<file path="config.mk">
export PLATFORM = sky130hd
export DESIGN_NAME = tod_calendar
export DESIGN_NICKNAME = d
export VERILOG_FILES = /design/src/rtl/tod_pkg.sv /design/src/rtl/tod_uip_timer.sv /design/src/rtl/tod_step.sv /design/src/rtl/tod_calendar.sv
export SDC_FILE = /design/constraint.sdc
export NUM_CORES = 1
export LEC_CHECK = 0
export BUFFER_PORTS_ARGS = -buffer_cell sky130_fd_sc_hd__buf_2
export CAP_MARGIN = 20
export CORE_MARGIN = 2
export CORE_UTILIZATION = 47
export CTS_CLUSTER_SIZE = 20
export DETAILED_ROUTE_END_ITERATION = 8
export SYNTH_ARGS = -nofsm -noshare
export SYNTH_HDL_FRONTEND = slang
export SYNTH_SLANG_ARGS = --single-unit
</file>
<file path="constraint.sdc">
create_clock -name clk -period 15 [get_ports clk]
set_input_delay 2.25 -clock clk [delete_from_list [all_inputs] [get_ports clk]]
set_output_delay 2.25 -clock clk [all_outputs]
set_load 0.02 [all_outputs]
</file>
<file path="src/rtl/tod_pkg.sv">
package tod_pkg;
  localparam int IX_SEC = 0;
  localparam int IX_MIN = 2;
  localparam int IX_HR  = 4;
  localparam int IX_DOW = 6;
  localparam int IX_DOM = 7;
  localparam int IX_MON = 8;
  localparam int IX_YR  = 9;
  localparam int IX_CA  = 10;
  localparam int IX_CB  = 11;

  localparam int CB_FREEZE = 7;
  localparam int CB_BIN    = 2;
  localparam int CB_H24    = 1;

  localparam logic [7:0] CB_RESET = 8'h02;

  // stored byte -> numeric value (bin=1: plain binary, else two BCD digits)
  function automatic logic [6:0] fld_dec(input logic [7:0] v, input logic bin);
    logic [6:0] t;
    t = 7'(v[7:4]) * 7'd10 + 7'(v[3:0]);
    return bin ? v[6:0] : t;
  endfunction

  // numeric value -> stored byte
  function automatic logic [7:0] fld_enc(input logic [6:0] n, input logic bin);
    logic [3:0] tens, ones;
    tens = 4'(n / 7'd10);
    ones = 4'(n % 7'd10);
    return bin ? {1'b0, n} : {tens, ones};
  endfunction
endpackage

</file>
<file path="src/rtl/tod_uip_timer.sv">
module tod_uip_timer #(
  parameter int UIP_CYC = 4
) (
  input  logic clk,
  input  logic rst,
  input  logic tick,
  input  logic hold,
  output logic busy,
  output logic commit
);
  localparam int CW = $clog2(UIP_CYC + 1);

  logic [CW-1:0] cnt_q;

  always_ff @(posedge clk) begin
    if (rst) begin
      cnt_q <= '0;
    end else if (cnt_q != '0) begin
      cnt_q <= cnt_q - 1'b1;
    end else if (tick && !hold) begin
      cnt_q <= CW'(UIP_CYC);
    end
  end

  assign busy   = (cnt_q != '0);
  assign commit = (cnt_q == CW'(1)) && !hold;
endmodule

</file>
<file path="src/rtl/tod_step.sv">
module tod_step
  import tod_pkg::*;
(
  input  logic [7:0] sec_i,
  input  logic [7:0] min_i,
  input  logic [7:0] hr_i,
  input  logic [7:0] dow_i,
  input  logic [7:0] dom_i,
  input  logic [7:0] mon_i,
  input  logic [7:0] yr_i,
  input  logic       bin,
  input  logic       h24,
  output logic [7:0] sec_o,
  output logic [7:0] min_o,
  output logic [7:0] hr_o,
  output logic [7:0] dow_o,
  output logic [7:0] dom_o,
  output logic [7:0] mon_o,
  output logic [7:0] yr_o
);
  logic [6:0] s, m, hv, h, dw, dm, mo, y, dim, h12;
  logic [6:0] sn, mn, hn, dwn, dmn, mon, yn;

  always_comb begin
    s  = fld_dec(sec_i, bin);
    m  = fld_dec(min_i, bin);
    dw = fld_dec(dow_i, bin);
    dm = fld_dec(dom_i, bin);
    mo = fld_dec(mon_i, bin);
    y  = fld_dec(yr_i, bin);
    // hour to 0..23
    hv = fld_dec(h24 ? hr_i : {1'b0, hr_i[6:0]}, bin);
    if (h24) h = hv;
    else     h = ((hv == 7'd12) ? 7'd0 : hv) + (hr_i[7] ? 7'd12 : 7'd0);

    case (mo)
      7'd2:                      dim = (y[1:0] == 2'b00) ? 7'd29 : 7'd28;
      7'd4, 7'd6, 7'd9, 7'd11:   dim = 7'd30;
      default:                   dim = 7'd31;
    endcase

    sn = s; mn = m; hn = h; dwn = dw; dmn = dm; mon = mo; yn = y;
    if (s >= 7'd59) begin
      sn = 7'd0;
      if (m >= 7'd59) begin
        mn = 7'd0;
        if (h >= 7'd23) begin
          hn  = 7'd0;
          dwn = (dw >= 7'd7) ? 7'd1 : dw + 7'd1;
          if (dm >= dim) begin
            dmn = 7'd1;
            if (mo >= 7'd12) begin
              mon = 7'd1;
              yn  = (y >= 7'd99) ? 7'd0 : y + 7'd1;
            end else begin
              mon = mo + 7'd1;
            end
          end else begin
            dmn = dm + 7'd1;
          end
        end else begin
          hn = h + 7'd1;
        end
      end else begin
        mn = m + 7'd1;
      end
    end else begin
      sn = s + 7'd1;
    end

    h12 = (hn % 7'd12 == 7'd0) ? 7'd12 : hn % 7'd12;
    if (h24) hr_o = fld_enc(hn, bin);
    else     hr_o = fld_enc(h12, bin) | {hn >= 7'd12, 7'b0};
    sec_o = fld_enc(sn, bin);
    min_o = fld_enc(mn, bin);
    dow_o = fld_enc(dwn, bin);
    dom_o = fld_enc(dmn, bin);
    mon_o = fld_enc(mon, bin);
    yr_o  = fld_enc(yn, bin);
  end
endmodule

</file>
<file path="src/rtl/tod_calendar.sv">
module tod_calendar
  import tod_pkg::*;
#(
  parameter int IDX_W   = 4,
  parameter int UIP_CYC = 4
) (
  input  logic             clk,
  input  logic             rst,
  input  logic             tick_1hz,
  input  logic             idx_we,
  input  logic [IDX_W-1:0] idx_in,
  input  logic             dat_we,
  input  logic [7:0]       dat_in,
  output logic [7:0]       rd_data,
  output logic             uip
);
  logic [IDX_W-1:0] idx_q;
  logic [7:0] sec_q, min_q, hr_q, dow_q, dom_q, mon_q, yr_q, cb_q;
  logic [6:0] ca_q;
  logic [7:0] sec_n, min_n, hr_n, dow_n, dom_n, mon_n, yr_n;
  logic [7:0] rd_mux;
  logic       set_mode, commit;

  assign set_mode = cb_q[CB_FREEZE];

  tod_uip_timer #(.UIP_CYC(UIP_CYC)) u_timer (
    .clk(clk), .rst(rst), .tick(tick_1hz), .hold(set_mode),
    .busy(uip), .commit(commit)
  );

  tod_step u_step (
    .sec_i(sec_q), .min_i(min_q), .hr_i(hr_q), .dow_i(dow_q),
    .dom_i(dom_q), .mon_i(mon_q), .yr_i(yr_q),
    .bin(cb_q[CB_BIN]), .h24(cb_q[CB_H24]),
    .sec_o(sec_n), .min_o(min_n), .hr_o(hr_n), .dow_o(dow_n),
    .dom_o(dom_n), .mon_o(mon_n), .yr_o(yr_n)
  );

  always_comb begin
    case (idx_q)
      IDX_W'(IX_SEC): rd_mux = sec_q;
      IDX_W'(IX_MIN): rd_mux = min_q;
      IDX_W'(IX_HR):  rd_mux = hr_q;
      IDX_W'(IX_DOW): rd_mux = dow_q;
      IDX_W'(IX_DOM): rd_mux = dom_q;
      IDX_W'(IX_MON): rd_mux = mon_q;
      IDX_W'(IX_YR):  rd_mux = yr_q;
      IDX_W'(IX_CA):  rd_mux = {uip, ca_q};
      IDX_W'(IX_CB):  rd_mux = cb_q;
      default:        rd_mux = 8'h00;
    endcase
  end

  always_ff @(posedge clk) begin
    if (rst) begin
      idx_q <= '0;
      sec_q <= 8'h00; min_q <= 8'h00; hr_q <= 8'h00;
      dow_q <= 8'h01; dom_q <= 8'h01; mon_q <= 8'h01; yr_q <= 8'h00;
      ca_q  <= 7'h00; cb_q <= CB_RESET;
      rd_data <= 8'h00;
    end else begin
      rd_data <= rd_mux;
      if (commit) begin
        sec_q <= sec_n; min_q <= min_n; hr_q <= hr_n; dow_q <= dow_n;
        dom_q <= dom_n; mon_q <= mon_n; yr_q <= yr_n;
      end
      if (dat_we) begin
        case (idx_q)
          IDX_W'(IX_SEC): sec_q <= dat_in;
          IDX_W'(IX_MIN): min_q <= dat_in;
          IDX_W'(IX_HR):  hr_q  <= dat_in;
          IDX_W'(IX_DOW): dow_q <= dat_in;
          IDX_W'(IX_DOM): dom_q <= dat_in;
          IDX_W'(IX_MON): mon_q <= dat_in;
          IDX_W'(IX_YR):  yr_q  <= dat_in;
          IDX_W'(IX_CA):  ca_q  <= dat_in[6:0];
          IDX_W'(IX_CB):  cb_q  <= dat_in;
          default: ;
        endcase
      end
      if (idx_we) idx_q <= idx_in;
    end
  end
endmodule

</file>
==> flow_metrics.tcl <==
set metrics [dict create \
    r2r_cells 32 \
    setup_viol_count_final 0 \
    synthAdderAreaFrac_pct 9.87 \
    min_path_type "reg2reg" \
    nNetsFinal 1652 \
    critPathSlowestCell "dfxtp_1" \
    holdPathStages 2 \
    fmax_ghz 0.105 \
    design.die.area_sq_mm 0.0260 \
    dp_hpwl_um 29300 \
    syn_to_final_growth_pct 4.60 \
    fin_crit_sh_pct 63.6 \
    gp_congestion 0.905 \
    crit_required_ps 15210 \
    yosysTopAreaCellShare_pct 14.8 \
    synth.area.top_cells "dfxtp_1, ha_1, nor2_1, a21oi_1, o21ai_0" \
    core_sq_mm 0.0243 \
    cts.path.max_buffers 2 \
    worstPathArrival_ps 9750 \
    synth_area_leader_cell "dfxtp_1" \
    seqCellArea_sq_mm 0.00173 \
    grt_pass1_wl_um 64500 \
    cts-root-buf "clkbuf_16" \
    rrSetupSlack_ps 5460 \
    post_cts_buffers 0 \
    fillers 2432 \
    final_cell_area_sq_mm 0.0122 \
    ys_ff_latch 86 \
    io_buffers 25 \
    synth_simple_gate_area_share_pct 26.0 \
    cts.repair.resized 0 \
    routed_wl_um 40400 \
    fp.dieH_um 161 \
    synth_compound_area_share_pct 34.3 \
    grt_antenna_before_repair 0 \
    netlist_area_sq_mm 0.0116 \
    synthMuxAreaShare_pct 5.42 \
    grt_remaining_overflow 0 \
    fin_skew_ps 8.14 \
    synth_cells 1610 \
    htree_levels 3 \
    multi_input_comb_area_sq_mm 0.00927 \
    dieWidth_um 161 \
    clkTransAtPathRegs_ps 70 \
    crit_top_cell "ha_1" \
    avgSynthCellArea_sq_um 7.21 \
    cts_tree "yes" \
    timing.final.crit_period_ps 9540 \
    yosysUniqueCellTypes 103 \
    clock_sinks 86 \
    crit_fanout 22 \
    ctsHoldBuffers 0 \
    synth-seq-area-share_pct 14.8 \
    power_per_cell_area_mw_per_mm2 202 \
    place_area_sq_mm 0.0118 \
    hold_viol_final 0 \
    worst_slack_ps 5460 \
    via_per_inst 6.77 \
    max_slew_margin_pct 24.4 \
    drive_gt1_share_pct 8.34 \
    async_flop_share_pct 0 \
    fp-row-count 57 \
    startpoint_type "flop" \
    cp-end-kind "flop" \
    ant_nets 0 \
    clk_latency_ps 360 \
    crit_type "reg2reg" \
    p_leak_nw 4.51 \
    reg2reg_from "cb_q[1]" \
    grt_usage_pct 30.8 \
    drtPass1Iterations 6 \
    synth_top_family_by_area "compound AO/OA/AOI/OAI gates" \
    peakVddDrop_v 0.000120 \
    cts_made_buffers 9 \
    worst_pin_slew_ps 1120 \
    dpl_worst_slack_ps 5640 \
    syn_nets 1708 \
    hp-start "ca_q[4]" \
    grt_pass1_vias 11600 \
    slew_viol_final 0 \
    routedWlPerCell_um 21.5 \
    rsz0062_at_grt "no" \
    io_pins 26 \
    slowest_delay_ps 810 \
    route.detailed.drc 0 \
    grt_max_degree 59 \
    vias 12700 \
    yosysWarnings 0 \
    initial_core_util_pct 47.8 \
    synth_xor_area_share_pct 4.11 \
    fin_hold_ws_ps 457 \
    r2r_end "mon_q[2]" \
    tns_ps 0 \
    synth_edf_count 0 \
    ys.flop_type "dfxtp_1" \
    num_antenna_cells 0 \
    maxCapViolations 0 \
    outcome "completed" \
    whs_endpoint "ca_q[4]" \
    drtIter0Drc 1308 \
]
## power breakdown
group | switching [mW] | internal (mW)
Clock | 0.103 | 0.148
Sequential | 0.0844 | 0.272
Combinational | 1.13 | 0.718
## sequential cells by signal (all words and copies together) (netlist names)
| name | cells |
|---|---|
| sec_q | 8 |
| mon_q | 8 |
| idx_q | 4 |
| u_timer.cnt_q | 3 |
| rd_data | 8 |
| cb_q | 8 |
| dow_q | 8 |
| yr_q | 8 |
| min_q | 8 |
| ca_q | 7 |
| dom_q | 8 |
| hr_q | 8 |
## cell families after synthesis
| kind of cell | Yosys count |
|---|---|
| xor+xnor | 52 |
| fa+ha+maj | 83 |
| simple gates | 618 |
| flops | 86 |
| buf+inv | 149 |
| compound gates | 565 |
| mux | 57 |
## stage by stage
step	std cells	power (mW)	util, %
after floorplan	1610	1.77	-
after global placement	1866	2.15	48.6
after detailed placement	1867	2.16	48.6
after CTS	1883	2.43	50.0
after global routing	1883	2.67	50.0
final	1883	2.45	50.0
## cell usage in the layout (no fill, tap or decap), types with 24 or more instances in the layout
cell type  synthesis  final
a21oi_1          116    116
xnor2_1           42     42
dfxtp_1           86     85
a31oi_1           26     26
nand2_1          131    131
mux2i_1           37     37
buf_2             17     26
inv_1             33     33
o21ai_0           99     99
nor4_1            24     24
nor2_1           183    183
a211oi_1          39     39
nor3_1            62     62
ha_1              66     66
nand3_1           72     72
## layer usage
metal / GRT usage, % / wire length [um]
met5: 0 / 0
met4: 13.7 / 1740
met3: 4.65 / 2890
met2: 48.9 / 18000
met1: 41.5 / 17800
## critical path, delay by kind of cell (launching register included)
| kind | cells | cell delay [ps] |
|---|---|---|
| compound gates | 12 | 3030 |
| xor+xnor | 1 | 170 |
| fa+ha+maj | 6 | 1930 |
| flops | 1 | 810 |
| simple gates | 13 | 3430 |
## final cells by class
type                       instances  area share [%]
inverter                          34            1.05
timing repair buffer              48            2.43
tap                              324            3.34
multi-input combinational       1375            76.3
clock inverter                     4           0.422
sequential                        86            14.2
clock buffer                      12            2.29
## worst max path at each step
stage / slack (ps) / start / end
2_1_floorplan: 7110 / cb_q[1] / mon_q[2]
3_3_place_gp: 5930 / cb_q[1] / mon_q[2]
3_5_place_dp: 5640 / cb_q[1] / mon_q[2]
4_1_cts: 5560 / cb_q[1] / mon_q[2]
5_1_grt: 4820 / cb_q[1] / mon_q[2]
6_report: 5460 / cb_q[1] / mon_q[2]
## synthesized netlist by cell type, drive strengths merged, types with 9 or more instances
library cell	instances
a221oi	22
nor4	24
o31ai	12
o221ai	10
a211o	9
dfxtp	86
a21oi	116
o311ai	11
or3	15
and2	18
nand2	132
ha	66
nor3	66
a211oi	41
nor2	185
a2111oi	12
nand4	10
nand3	75
a311oi	15
a31oi	27
nand2b	14
xnor2	45
and3	17
mux2	17
a22oi	15
nor2b	16
clkbuf	76
o211ai	24
o32ai	9
o2111ai	9
inv	34
nor3b	15
fa	15
buf	39
a21o	15
o21a	15
o21ai	109
mux2i	37
o22ai	13
No activity file was read; power rests on OpenSTA's default activity.
